<file path="src/rtl/flash_seq_pkg.sv">
package flash_seq_pkg;

    typedef enum logic [3:0] {
        CMD_NOP        = 4'd0,
        CMD_ERASE_BLK  = 4'd1,
        CMD_ERASE_CHIP = 4'd2,
        CMD_WRITE      = 4'd3,
        CMD_LOCK_SET   = 4'd4,
        CMD_LOCK_CLR   = 4'd5,
        CMD_SUSPEND    = 4'd6,
        CMD_RESUME     = 4'd7,
        CMD_CLR_STAT   = 4'd8,
        CMD_CONFIG     = 4'd9
    } cmd_e;

    typedef enum logic [1:0] {
        STS_LEVEL     = 2'd0,
        STS_PULSE_ERS = 2'd1,
        STS_PULSE_WR  = 2'd2,
        STS_PULSE_ANY = 2'd3
    } sts_mode_e;

    typedef enum logic [2:0] {
        ST_IDLE,
        ST_ERASE,
        ST_WRITE,
        ST_LOCK,
        ST_ESUSP,
        ST_WSUSP,
        ST_ESWRITE
    } seq_state_e;

    localparam int SB_READY   = 7;
    localparam int SB_ESUSP   = 6;
    localparam int SB_ERS_ERR = 5;
    localparam int SB_WR_ERR  = 4;
    localparam int SB_VPP_ERR = 3;
    localparam int SB_WSUSP   = 2;
    localparam int SB_LK_ERR  = 1;

endpackage

</file>
<file path="src/rtl/flash_op_timer.sv">
module flash_op_timer #(
    parameter int CW = 8
) (
    input  logic          clk,
    input  logic          rst_n,
    input  logic          start,
    input  logic          run,
    input  logic [CW-1:0] limit,
    output logic          done
);
    logic [CW-1:0] cnt_q;

    always_ff @(posedge clk) begin
        if (!rst_n)     cnt_q <= '0;
        else if (start) cnt_q <= '0;
        else if (run)   cnt_q <= cnt_q + 1'b1;
    end

    assign done = run && (cnt_q == limit - 1'b1);
endmodule

</file>
<file path="src/rtl/flash_cell_array.sv">
module flash_cell_array #(
    parameter int NUM_BLK = 32,
    parameter int WPB     = 4,
    parameter int DW      = 8,
    localparam int BW     = $clog2(NUM_BLK),
    localparam int OW     = $clog2(WPB),
    localparam int AW     = BW + OW
) (
    input  logic               clk,
    input  logic               ers_blk_en,
    input  logic               ers_all_en,
    input  logic [BW-1:0]      ers_blk,
    input  logic               wr_en,
    input  logic [AW-1:0]      wr_addr,
    input  logic [DW-1:0]      wr_data,
    input  logic               lk_set_en,
    input  logic [BW-1:0]      lk_blk,
    input  logic               lk_clr_en,
    input  logic [AW-1:0]      rd_addr,
    output logic [DW-1:0]      rd_data,
    output logic [NUM_BLK-1:0] lock_q
);
    logic [DW-1:0] blk_rd [NUM_BLK];

    for (genvar b = 0; b < NUM_BLK; b++) begin : g_blk
        logic [DW-1:0] words [WPB];

        always_ff @(posedge clk) begin
            for (int w = 0; w < WPB; w++) begin
                if (ers_all_en || (ers_blk_en && ers_blk == BW'(b)))
                    words[w] <= '1;
                else if (wr_en && wr_addr == AW'(b * WPB + w))
                    words[w] <= words[w] & wr_data;
            end
        end

        always_ff @(posedge clk) begin
            if (lk_clr_en)                            lock_q[b] <= 1'b0;
            else if (lk_set_en && lk_blk == BW'(b))   lock_q[b] <= 1'b1;
        end

        assign blk_rd[b] = words[rd_addr[OW-1:0]];
    end

    assign rd_data = blk_rd[rd_addr[AW-1:OW]];
endmodule

</file>
<file path="src/rtl/flash_sts_drv.sv">
module flash_sts_drv
    import flash_seq_pkg::*;
(
    input  logic      clk,
    input  logic      rst_n,
    input  sts_mode_e mode,
    input  logic      busy,
    input  logic      ers_evt,
    input  logic      wr_evt,
    output logic      sts_pull
);
    logic pulse_q;

    always_ff @(posedge clk) begin
        if (!rst_n) pulse_q <= 1'b0;
        else pulse_q <= (ers_evt && (mode == STS_PULSE_ERS || mode == STS_PULSE_ANY))
                     || (wr_evt  && (mode == STS_PULSE_WR  || mode == STS_PULSE_ANY));
    end

    always_comb sts_pull = (mode == STS_LEVEL) ? busy : pulse_q;

    a_r10_pulse_single: assert property (@(posedge clk) disable iff (!rst_n)
        (mode != STS_LEVEL && sts_pull) |=> !sts_pull);

    a_r10_write_pulse: assert property (@(posedge clk) disable iff (!rst_n)
        (mode == STS_PULSE_WR && wr_evt) |=> sts_pull);
endmodule

</file>
<file path="src/rtl/flash_seq_ctrl.sv">
module flash_seq_ctrl
    import flash_seq_pkg::*;
#(
    parameter int NUM_BLK   = 32,
    parameter int WPB       = 4,
    parameter int DW        = 8,
    parameter int ERASE_CYC = 64,
    parameter int WRITE_CYC = 8,
    parameter int LOCK_CYC  = 4,
    localparam int BW       = $clog2(NUM_BLK),
    localparam int OW       = $clog2(WPB),
    localparam int AW       = BW + OW,
    localparam int MAXC     = (ERASE_CYC > WRITE_CYC)
                              ? ((ERASE_CYC > LOCK_CYC) ? ERASE_CYC : LOCK_CYC)
                              : ((WRITE_CYC > LOCK_CYC) ? WRITE_CYC : LOCK_CYC),
    localparam int CW       = $clog2(MAXC + 1)
) (
    input  logic          clk,
    input  logic          rst_n,
    input  logic          cmd_valid,
    input  logic [3:0]    cmd_code,
    input  logic [AW-1:0] cmd_addr,
    input  logic [DW-1:0] cmd_data,
    input  logic          wp_n,
    input  logic          vpp_ok,
    input  logic [AW-1:0] rd_addr,
    output logic [DW-1:0] rd_data,
    output logic [7:0]    status,
    output logic          sts_pull
);
    seq_state_e state_q, state_d;
    sts_mode_e  sts_mode_q;
    logic [BW-1:0] ers_blk_q, lk_blk_q;
    logic          ers_chip_q, lk_set_q;
    logic [AW-1:0] wr_addr_q;
    logic [DW-1:0] wr_data_q;
    logic          ers_err_q, wr_err_q, vpp_err_q, lk_err_q;
    logic [NUM_BLK-1:0] lock_q;

    cmd_e          cmd;
    logic [BW-1:0] cmd_blk;
    logic          blk_locked, any_locked;
    logic          ers_start, wr_start, ers_done, wr_done;
    logic          ld_ers, ld_wr, ld_lk, ld_cfg, clr_stat;
    logic          set_ers, set_wr, set_vpp, set_lk;
    logic          ready, busy;
    logic [CW-1:0] wr_limit;
    logic          arr_ers_blk, arr_ers_all, arr_wr, arr_lk_set, arr_lk_clr;

    assign cmd        = cmd_e'(cmd_code);
    assign cmd_blk    = cmd_addr[AW-1:OW];
    assign blk_locked = lock_q[cmd_blk] && !wp_n;
    assign any_locked = (|lock_q) && !wp_n;
    assign wr_limit   = (state_q == ST_LOCK) ? CW'(LOCK_CYC) : CW'(WRITE_CYC);

    flash_op_timer #(.CW(CW)) ers_tmr_i (
        .clk(clk), .rst_n(rst_n), .start(ers_start),
        .run(state_q == ST_ERASE), .limit(CW'(ERASE_CYC)), .done(ers_done));

    flash_op_timer #(.CW(CW)) wr_tmr_i (
        .clk(clk), .rst_n(rst_n), .start(wr_start),
        .run(state_q == ST_WRITE || state_q == ST_ESWRITE || state_q == ST_LOCK),
        .limit(wr_limit), .done(wr_done));

    always_comb begin
        state_d   = state_q;
        ers_start = 1'b0;  wr_start = 1'b0;
        ld_ers    = 1'b0;  ld_wr    = 1'b0;  ld_lk = 1'b0;  ld_cfg = 1'b0;
        clr_stat  = 1'b0;
        set_ers   = 1'b0;  set_wr   = 1'b0;  set_vpp = 1'b0;  set_lk = 1'b0;
        unique case (state_q)
            ST_IDLE: if (cmd_valid) begin
                case (cmd)
                    CMD_ERASE_BLK, CMD_ERASE_CHIP: begin
                        if (!vpp_ok) begin
                            set_vpp = 1'b1; set_ers = 1'b1;
                        end else if ((cmd == CMD_ERASE_BLK) ? blk_locked : any_locked) begin
                            set_lk = 1'b1; set_ers = 1'b1;
                        end else begin
                            ld_ers = 1'b1; ers_start = 1'b1; state_d = ST_ERASE;
                        end
                    end
                    CMD_WRITE: begin
                        if (!vpp_ok) begin
                            set_vpp = 1'b1; set_wr = 1'b1;
                        end else if (blk_locked) begin
                            set_lk = 1'b1; set_wr = 1'b1;
                        end else begin
                            ld_wr = 1'b1; wr_start = 1'b1; state_d = ST_WRITE;
                        end
                    end
                    CMD_LOCK_SET, CMD_LOCK_CLR: begin
                        if (!vpp_ok || !wp_n) begin
                            set_vpp = !vpp_ok; set_lk = !wp_n; set_wr = 1'b1;
                        end else begin
                            ld_lk = 1'b1; wr_start = 1'b1; state_d = ST_LOCK;
                        end
                    end
                    CMD_CLR_STAT: clr_stat = 1'b1;
                    CMD_CONFIG:   ld_cfg   = 1'b1;
                    default: ;
                endcase
            end
            ST_ERASE: begin
                if (ers_done)                                state_d = ST_IDLE;
                else if (cmd_valid && cmd == CMD_SUSPEND)    state_d = ST_ESUSP;
            end
            ST_WRITE: begin
                if (wr_done)                                 state_d = ST_IDLE;
                else if (cmd_valid && cmd == CMD_SUSPEND)    state_d = ST_WSUSP;
            end
            ST_LOCK: if (wr_done) state_d = ST_IDLE;
            ST_ESUSP: if (cmd_valid) begin
                case (cmd)
                    CMD_RESUME:   state_d  = ST_ERASE;
                    CMD_CLR_STAT: clr_stat = 1'b1;
                    CMD_WRITE: begin
                        if (!vpp_ok) begin
                            set_vpp = 1'b1; set_wr = 1'b1;
                        end else if (ers_chip_q || cmd_blk == ers_blk_q) begin
                            set_wr = 1'b1;
                        end else if (blk_locked) begin
                            set_lk = 1'b1; set_wr = 1'b1;
                        end else begin
                            ld_wr = 1'b1; wr_start = 1'b1; state_d = ST_ESWRITE;
                        end
                    end
                    default: ;
                endcase
            end
            ST_WSUSP: if (cmd_valid) begin
                if (cmd == CMD_RESUME)        state_d  = ST_WRITE;
                else if (cmd == CMD_CLR_STAT) clr_stat = 1'b1;
            end
            ST_ESWRITE: if (wr_done) state_d = ST_ESUSP;
            default: state_d = ST_IDLE;
        endcase
    end

    always_ff @(posedge clk) begin
        if (!rst_n) begin
            state_q    <= ST_IDLE;
            sts_mode_q <= STS_LEVEL;
            ers_blk_q  <= '0;  ers_chip_q <= 1'b0;
            lk_blk_q   <= '0;  lk_set_q   <= 1'b0;
            wr_addr_q  <= '0;  wr_data_q  <= '0;
            ers_err_q  <= 1'b0; wr_err_q <= 1'b0; vpp_err_q <= 1'b0; lk_err_q <= 1'b0;
        end else begin
            state_q <= state_d;
            if (ld_ers) begin
                ers_blk_q  <= cmd_blk;
                ers_chip_q <= (cmd == CMD_ERASE_CHIP);
            end
            if (ld_wr) begin
                wr_addr_q <= cmd_addr;
                wr_data_q <= cmd_data;
            end
            if (ld_lk) begin
                lk_blk_q <= cmd_blk;
                lk_set_q <= (cmd == CMD_LOCK_SET);
            end
            if (ld_cfg) sts_mode_q <= sts_mode_e'(cmd_data[1:0]);
            if (clr_stat) begin
                ers_err_q <= 1'b0; wr_err_q <= 1'b0; vpp_err_q <= 1'b0; lk_err_q <= 1'b0;
            end else begin
                ers_err_q <= ers_err_q | set_ers;
                wr_err_q  <= wr_err_q  | set_wr;
                vpp_err_q <= vpp_err_q | set_vpp;
                lk_err_q  <= lk_err_q  | set_lk;
            end
        end
    end

    always_comb begin
        ready       = (state_q == ST_IDLE) || (state_q == ST_ESUSP) || (state_q == ST_WSUSP);
        busy        = !ready;
        arr_ers_blk = (state_q == ST_ERASE) && ers_done && !ers_chip_q;
        arr_ers_all = (state_q == ST_ERASE) && ers_done && ers_chip_q;
        arr_wr      = (state_q == ST_WRITE || state_q == ST_ESWRITE) && wr_done;
        arr_lk_set  = (state_q == ST_LOCK) && wr_done && lk_set_q;
        arr_lk_clr  = (state_q == ST_LOCK) && wr_done && !lk_set_q;
        status             = '0;
        status[SB_READY]   = ready;
        status[SB_ESUSP]   = (state_q == ST_ESUSP) || (state_q == ST_ESWRITE);
        status[SB_ERS_ERR] = ers_err_q;
        status[SB_WR_ERR]  = wr_err_q;
        status[SB_VPP_ERR] = vpp_err_q;
        status[SB_WSUSP]   = (state_q == ST_WSUSP);
        status[SB_LK_ERR]  = lk_err_q;
    end

    flash_cell_array #(.NUM_BLK(NUM_BLK), .WPB(WPB), .DW(DW)) arr_i (
        .clk(clk), .ers_blk_en(arr_ers_blk), .ers_all_en(arr_ers_all), .ers_blk(ers_blk_q),
        .wr_en(arr_wr), .wr_addr(wr_addr_q), .wr_data(wr_data_q),
        .lk_set_en(arr_lk_set), .lk_blk(lk_blk_q), .lk_clr_en(arr_lk_clr),
        .rd_addr(rd_addr), .rd_data(rd_data), .lock_q(lock_q));

    flash_sts_drv sts_i (
        .clk(clk), .rst_n(rst_n), .mode(sts_mode_q), .busy(busy),
        .ers_evt(arr_ers_blk || arr_ers_all), .wr_evt(arr_wr), .sts_pull(sts_pull));

    a_r1_erase_ones: assert property (@(posedge clk) disable iff (!rst_n)
        (arr_ers_blk && rd_addr[AW-1:OW] == ers_blk_q) |=> ($stable(rd_addr) -> rd_data == '1));

    a_r3_write_and: assert property (@(posedge clk) disable iff (!rst_n)
        (arr_wr && rd_addr == wr_addr_q)
        |=> ($stable(rd_addr) -> rd_data == ($past(rd_data) & $past(wr_data_q))));

    a_r4_locked_write_rejected: assert property (@(posedge clk) disable iff (!rst_n)
        (state_q == ST_IDLE && cmd_valid && cmd_code == CMD_WRITE && vpp_ok && !wp_n && lock_q[cmd_blk])
        |=> (state_q == ST_IDLE && status[SB_LK_ERR]));

    a_r6_no_supply_no_start: assert property (@(posedge clk) disable iff (!rst_n)
        (state_q == ST_IDLE && cmd_valid && !vpp_ok &&
         cmd_code inside {CMD_ERASE_BLK, CMD_ERASE_CHIP, CMD_WRITE, CMD_LOCK_SET, CMD_LOCK_CLR})
        |=> (state_q == ST_IDLE && status[SB_VPP_ERR]));

    a_r9_level_busy: assert property (@(posedge clk) disable iff (!rst_n)
        (sts_mode_q == STS_LEVEL && !status[SB_READY]) |-> sts_pull);

    a_r11_done_beats_suspend: assert property (@(posedge clk) disable iff (!rst_n)
        (state_q == ST_WRITE && wr_done) |=> !status[SB_WSUSP]);
endmodule

</file>
<file path="config.mk">
export PLATFORM = sky130hd
export DESIGN_NAME = flash_seq_ctrl
export DESIGN_NICKNAME = d
export VERILOG_FILES = /design/src/rtl/flash_seq_pkg.sv /design/src/rtl/flash_op_timer.sv /design/src/rtl/flash_cell_array.sv /design/src/rtl/flash_sts_drv.sv /design/src/rtl/flash_seq_ctrl.sv
export SDC_FILE = /design/constraint.sdc
export NUM_CORES = 2
export LEC_CHECK = 0
export BUFFER_PORTS_ARGS = -buffer_cell sky130_fd_sc_hd__buf_4
export CORE_ASPECT_RATIO = 1.5
export CORE_MARGIN = 1
export CORE_UTILIZATION = 45
export DETAILED_ROUTE_END_ITERATION = 8
export HOLD_SLACK_MARGIN = 0.06
export MAX_ROUTING_LAYER = met4
export PLACE_DENSITY = 0.68
export SLEW_MARGIN = 20
export SYNTH_ARGS = -nofsm -noshare
export SYNTH_HDL_FRONTEND = slang
export SYNTH_SLANG_ARGS = --single-unit
</file>
<file path="constraint.sdc">
create_clock -name clk -period 3.2 [get_ports clk]
set_input_delay 0.16 -clock clk [delete_from_list [all_inputs] [get_ports clk]]
set_output_delay 0.16 -clock clk [all_outputs]
set_load 0.05 [all_outputs]
</file>
==> results.cfg <==
[yosys]
synth_cells = 3495
yosysTopAreaCellShare_pct = 58.4
async_reset_ff_share_pct = 0
yosysTopAreaCell = edfxtp_1
avgSynthCellArea_um2 = 15.1
synthDistinctLibCells = 70
ys_seq_elements = 1107
netlist_area_mm2 = 0.0527
synth_flop_cell = edfxtp_1
synth_area_leaders = edfxtp_1 (58%), a21o_1 (15%), mux4_2 (14%), dfxtp_1 (3.2%), nand2_1 (1.9%)
synth_edf_count = 1024
synth-warning-count = 0
synth-seq-area-share_pct = 61.5
syn_nets = 3528

[clock_network]
cts_buffers = 106
path_clk_slew_ns = 0.06
cts-root-buf = clkbuf_16
clock_sinks = 1107
cts_tree = yes
cts-htree-levels = 3
cts_buffer_depth = 3
clock_latency_ns = 0.75

[drt]
routed_wl_um = 141000
dr.first_iter.drc_count = 2703
antenna_left = 0
vias = 32600
avgViaCountPerCell = 6.25
wl_per_cell_um = 27.0
route.detailed.drc = 0
dr.pass1.iters = 5

[global_route]
antenna_found_initial = 0
grt_pass1_wl_um = 213000
grt.total_usage_pct = 24.7
grt_overflow = 0
grt_max_degree = 129
grt_pass1_vias = 32700

[sta]
tns_ns = 0
fin_crit_sh_pct = 99.9
period_minus_slack_ns = 3.20
finalHoldViolCount = 0
maxSlewHeadroom_pct = 29.0
fin_skew_ns = 0.0450
fmax_ghz = 0.313
setup_viol = 0
drv_slew = 0
holdWs_ns = 0.295
rsz0062_at_grt = no
worst_pin_slew_ns = 1.05
fin_ws_ns = 0.00267

[power_and_ir_drop]
vdd_drop_max_mv = 0.438
total_power_mw = 30.0
powerDensity_mw_per_mm2 = 503
leakagePower_nw = 23.3

[setup_path]
path_common_cell = mux4_2
crit_buf_inv = 1
critPathTopFamily = multiplexers
crit_chain = mux4_2 > mux4_2 > o22ai_1 > nor4_1 > buf_4
cp_slowest_stage_delay_ns = 0.56
crit_required_ns = 3.04
cp_max_fo = 2
critPathSlowestCell = mux4_2
end_kind = output pin
worstSetupPathType = reg -> out
cp-start-kind = flop
arrival_ns = 3.04

[placed_design]
placed_cells = 4974
io_buffers = 46
hpwl_um = 98500
dpl-instance-area_mm2 = 0.0554
gp_congestion = 0.899
place_ws_ns = 0.175

[floorplanning]
io_pins = 48
start_util_pct = 45.4
die_h_um = 421
die_w_um = 281
core_mm2 = 0.116
rows = 153
fp.dieArea_mm2 = 0.118

[finish]
fillers = 9741
nNetsFinal = 3606
stdcell_count = 5214
fin_util_pct = 51.3
area_growth_pct = 13.0
drive_gt1_share_pct = 21.3
mostFrequentLayoutCells = a21o_1 (1024), edfxtp_1 (1024), mux4_2 (325)
design_area_mm2 = 0.0595
diodes = 0

[worst_hold_path]
hp-class = in -> reg

[outcome]
status = finished clean

[job]
drv_cap = 0
==> repair_timing <==
item | 4_1_cts | 5_1_grt
buffers inserted | 0 | 0
endpoints found under the hold margin | 44 | 0
resized for setup | 9 | 4
endpoints found under the setup margin | 5 | 22
hold buffers | 41 | 0
cloned | 0 | 0
==> power by group <==
group,switching (mW),internal [mW]
registers,0.0222,15.6
logic,0.593,0.401
clock network,5.66,7.72
==> worst reg2reg max path, delay by kind of cell, from the launching register on <==
family,cells,cell delay (ns)
and+or+nand+nor,1,0.13
buffers and inverters,2,1.14
DFF,1,0.34
AOI/OAI and AO/OA,3,0.68
muxes,2,0.73
==> metal layers <==
metal	vias up	GRT usage (%)	part of all wire, %
met3	269	3.21	5.9
met5	-	-	0
li1	14100	-	-
met2	1233	41.6	52
met4	0	11.3	4.8
met1	17000	29.3	37
==> flip-flops by register name, summed over array words and instances (netlist names), 5 cells and up <==
| name | cells |
|---|---|
| arr_i.g_blk.words | 1024 |
| arr_i.lock_q | 32 |
| wr_data_q | 8 |
| ers_tmr_i.cnt_q | 7 |
| wr_addr_q | 7 |
| wr_tmr_i.cnt_q | 7 |
| ers_blk_q | 5 |
| lk_blk_q | 5 |
==> Yosys cell counts (17+ instances only) <==
library cell,number
a21o_1,1024
edfxtp_1,1024
mux4_2,325
nand2_1,271
clkbuf_1,178
nor2_1,96
dfxtp_1,83
o21ai_0,54
buf_2,47
nand2_2,40
a21oi_1,39
o22ai_1,32
mux2i_1,31
nand3_1,25
buf_1,24
nor2b_1,22
nor2_2,20
nor4_1,17
==> area by class of cell <==
class / count / area [µm²] / area share (%)
inverter: 5 / 18.8 / 0.0315
clock inverter: 73 / 878 / 1.48
sequential: 1107 / 32400 / 54.5
tap: 1550 / 1940 / 3.26
timing repair buffer: 230 / 2220 / 3.73
clock buffer: 126 / 2770 / 4.65
multi-input combinational: 2123 / 19300 / 32.3
==> worst paths after layout <==
kind | slack [ns] | endpoint | depth (start not counted) | from
hold reg to reg | 0.49 | arr_i.lock_q[28]$_SDFFE_PP0P_ | 2 | arr_i.lock_q[28]$_SDFFE_PP0P_
setup / recovery | 0.003 | rd_data[4] | 5 | arr_i.g_blk[4].words[0][4]$_SDFFCE_PN1P_
setup reg to reg | 0.15 | wr_data_q[0]$_SDFFE_PN0P_ | 8 | arr_i.lock_q[25]$_SDFFE_PP0P_
hold / removal | 0.30 | ers_blk_q[4]$_SDFFE_PN0P_ | 4 | cmd_addr[6]
==> cells by family (layout without fill, tap and decap cells) <==
logic type	after synthesis	after routing	synth area share [%]
compound gates	1183	1183	16.4
flops	1107	1107	61.5
simple gates	564	564	5.09
mux	356	356	14.5
buf+inv	265	434	2.12
xor+xnor	17	17	0.283
fa+ha+maj	2	2	0.0475
other cells	1	1	0.00712
Note: power is estimated with default switching activity, not from simulation.
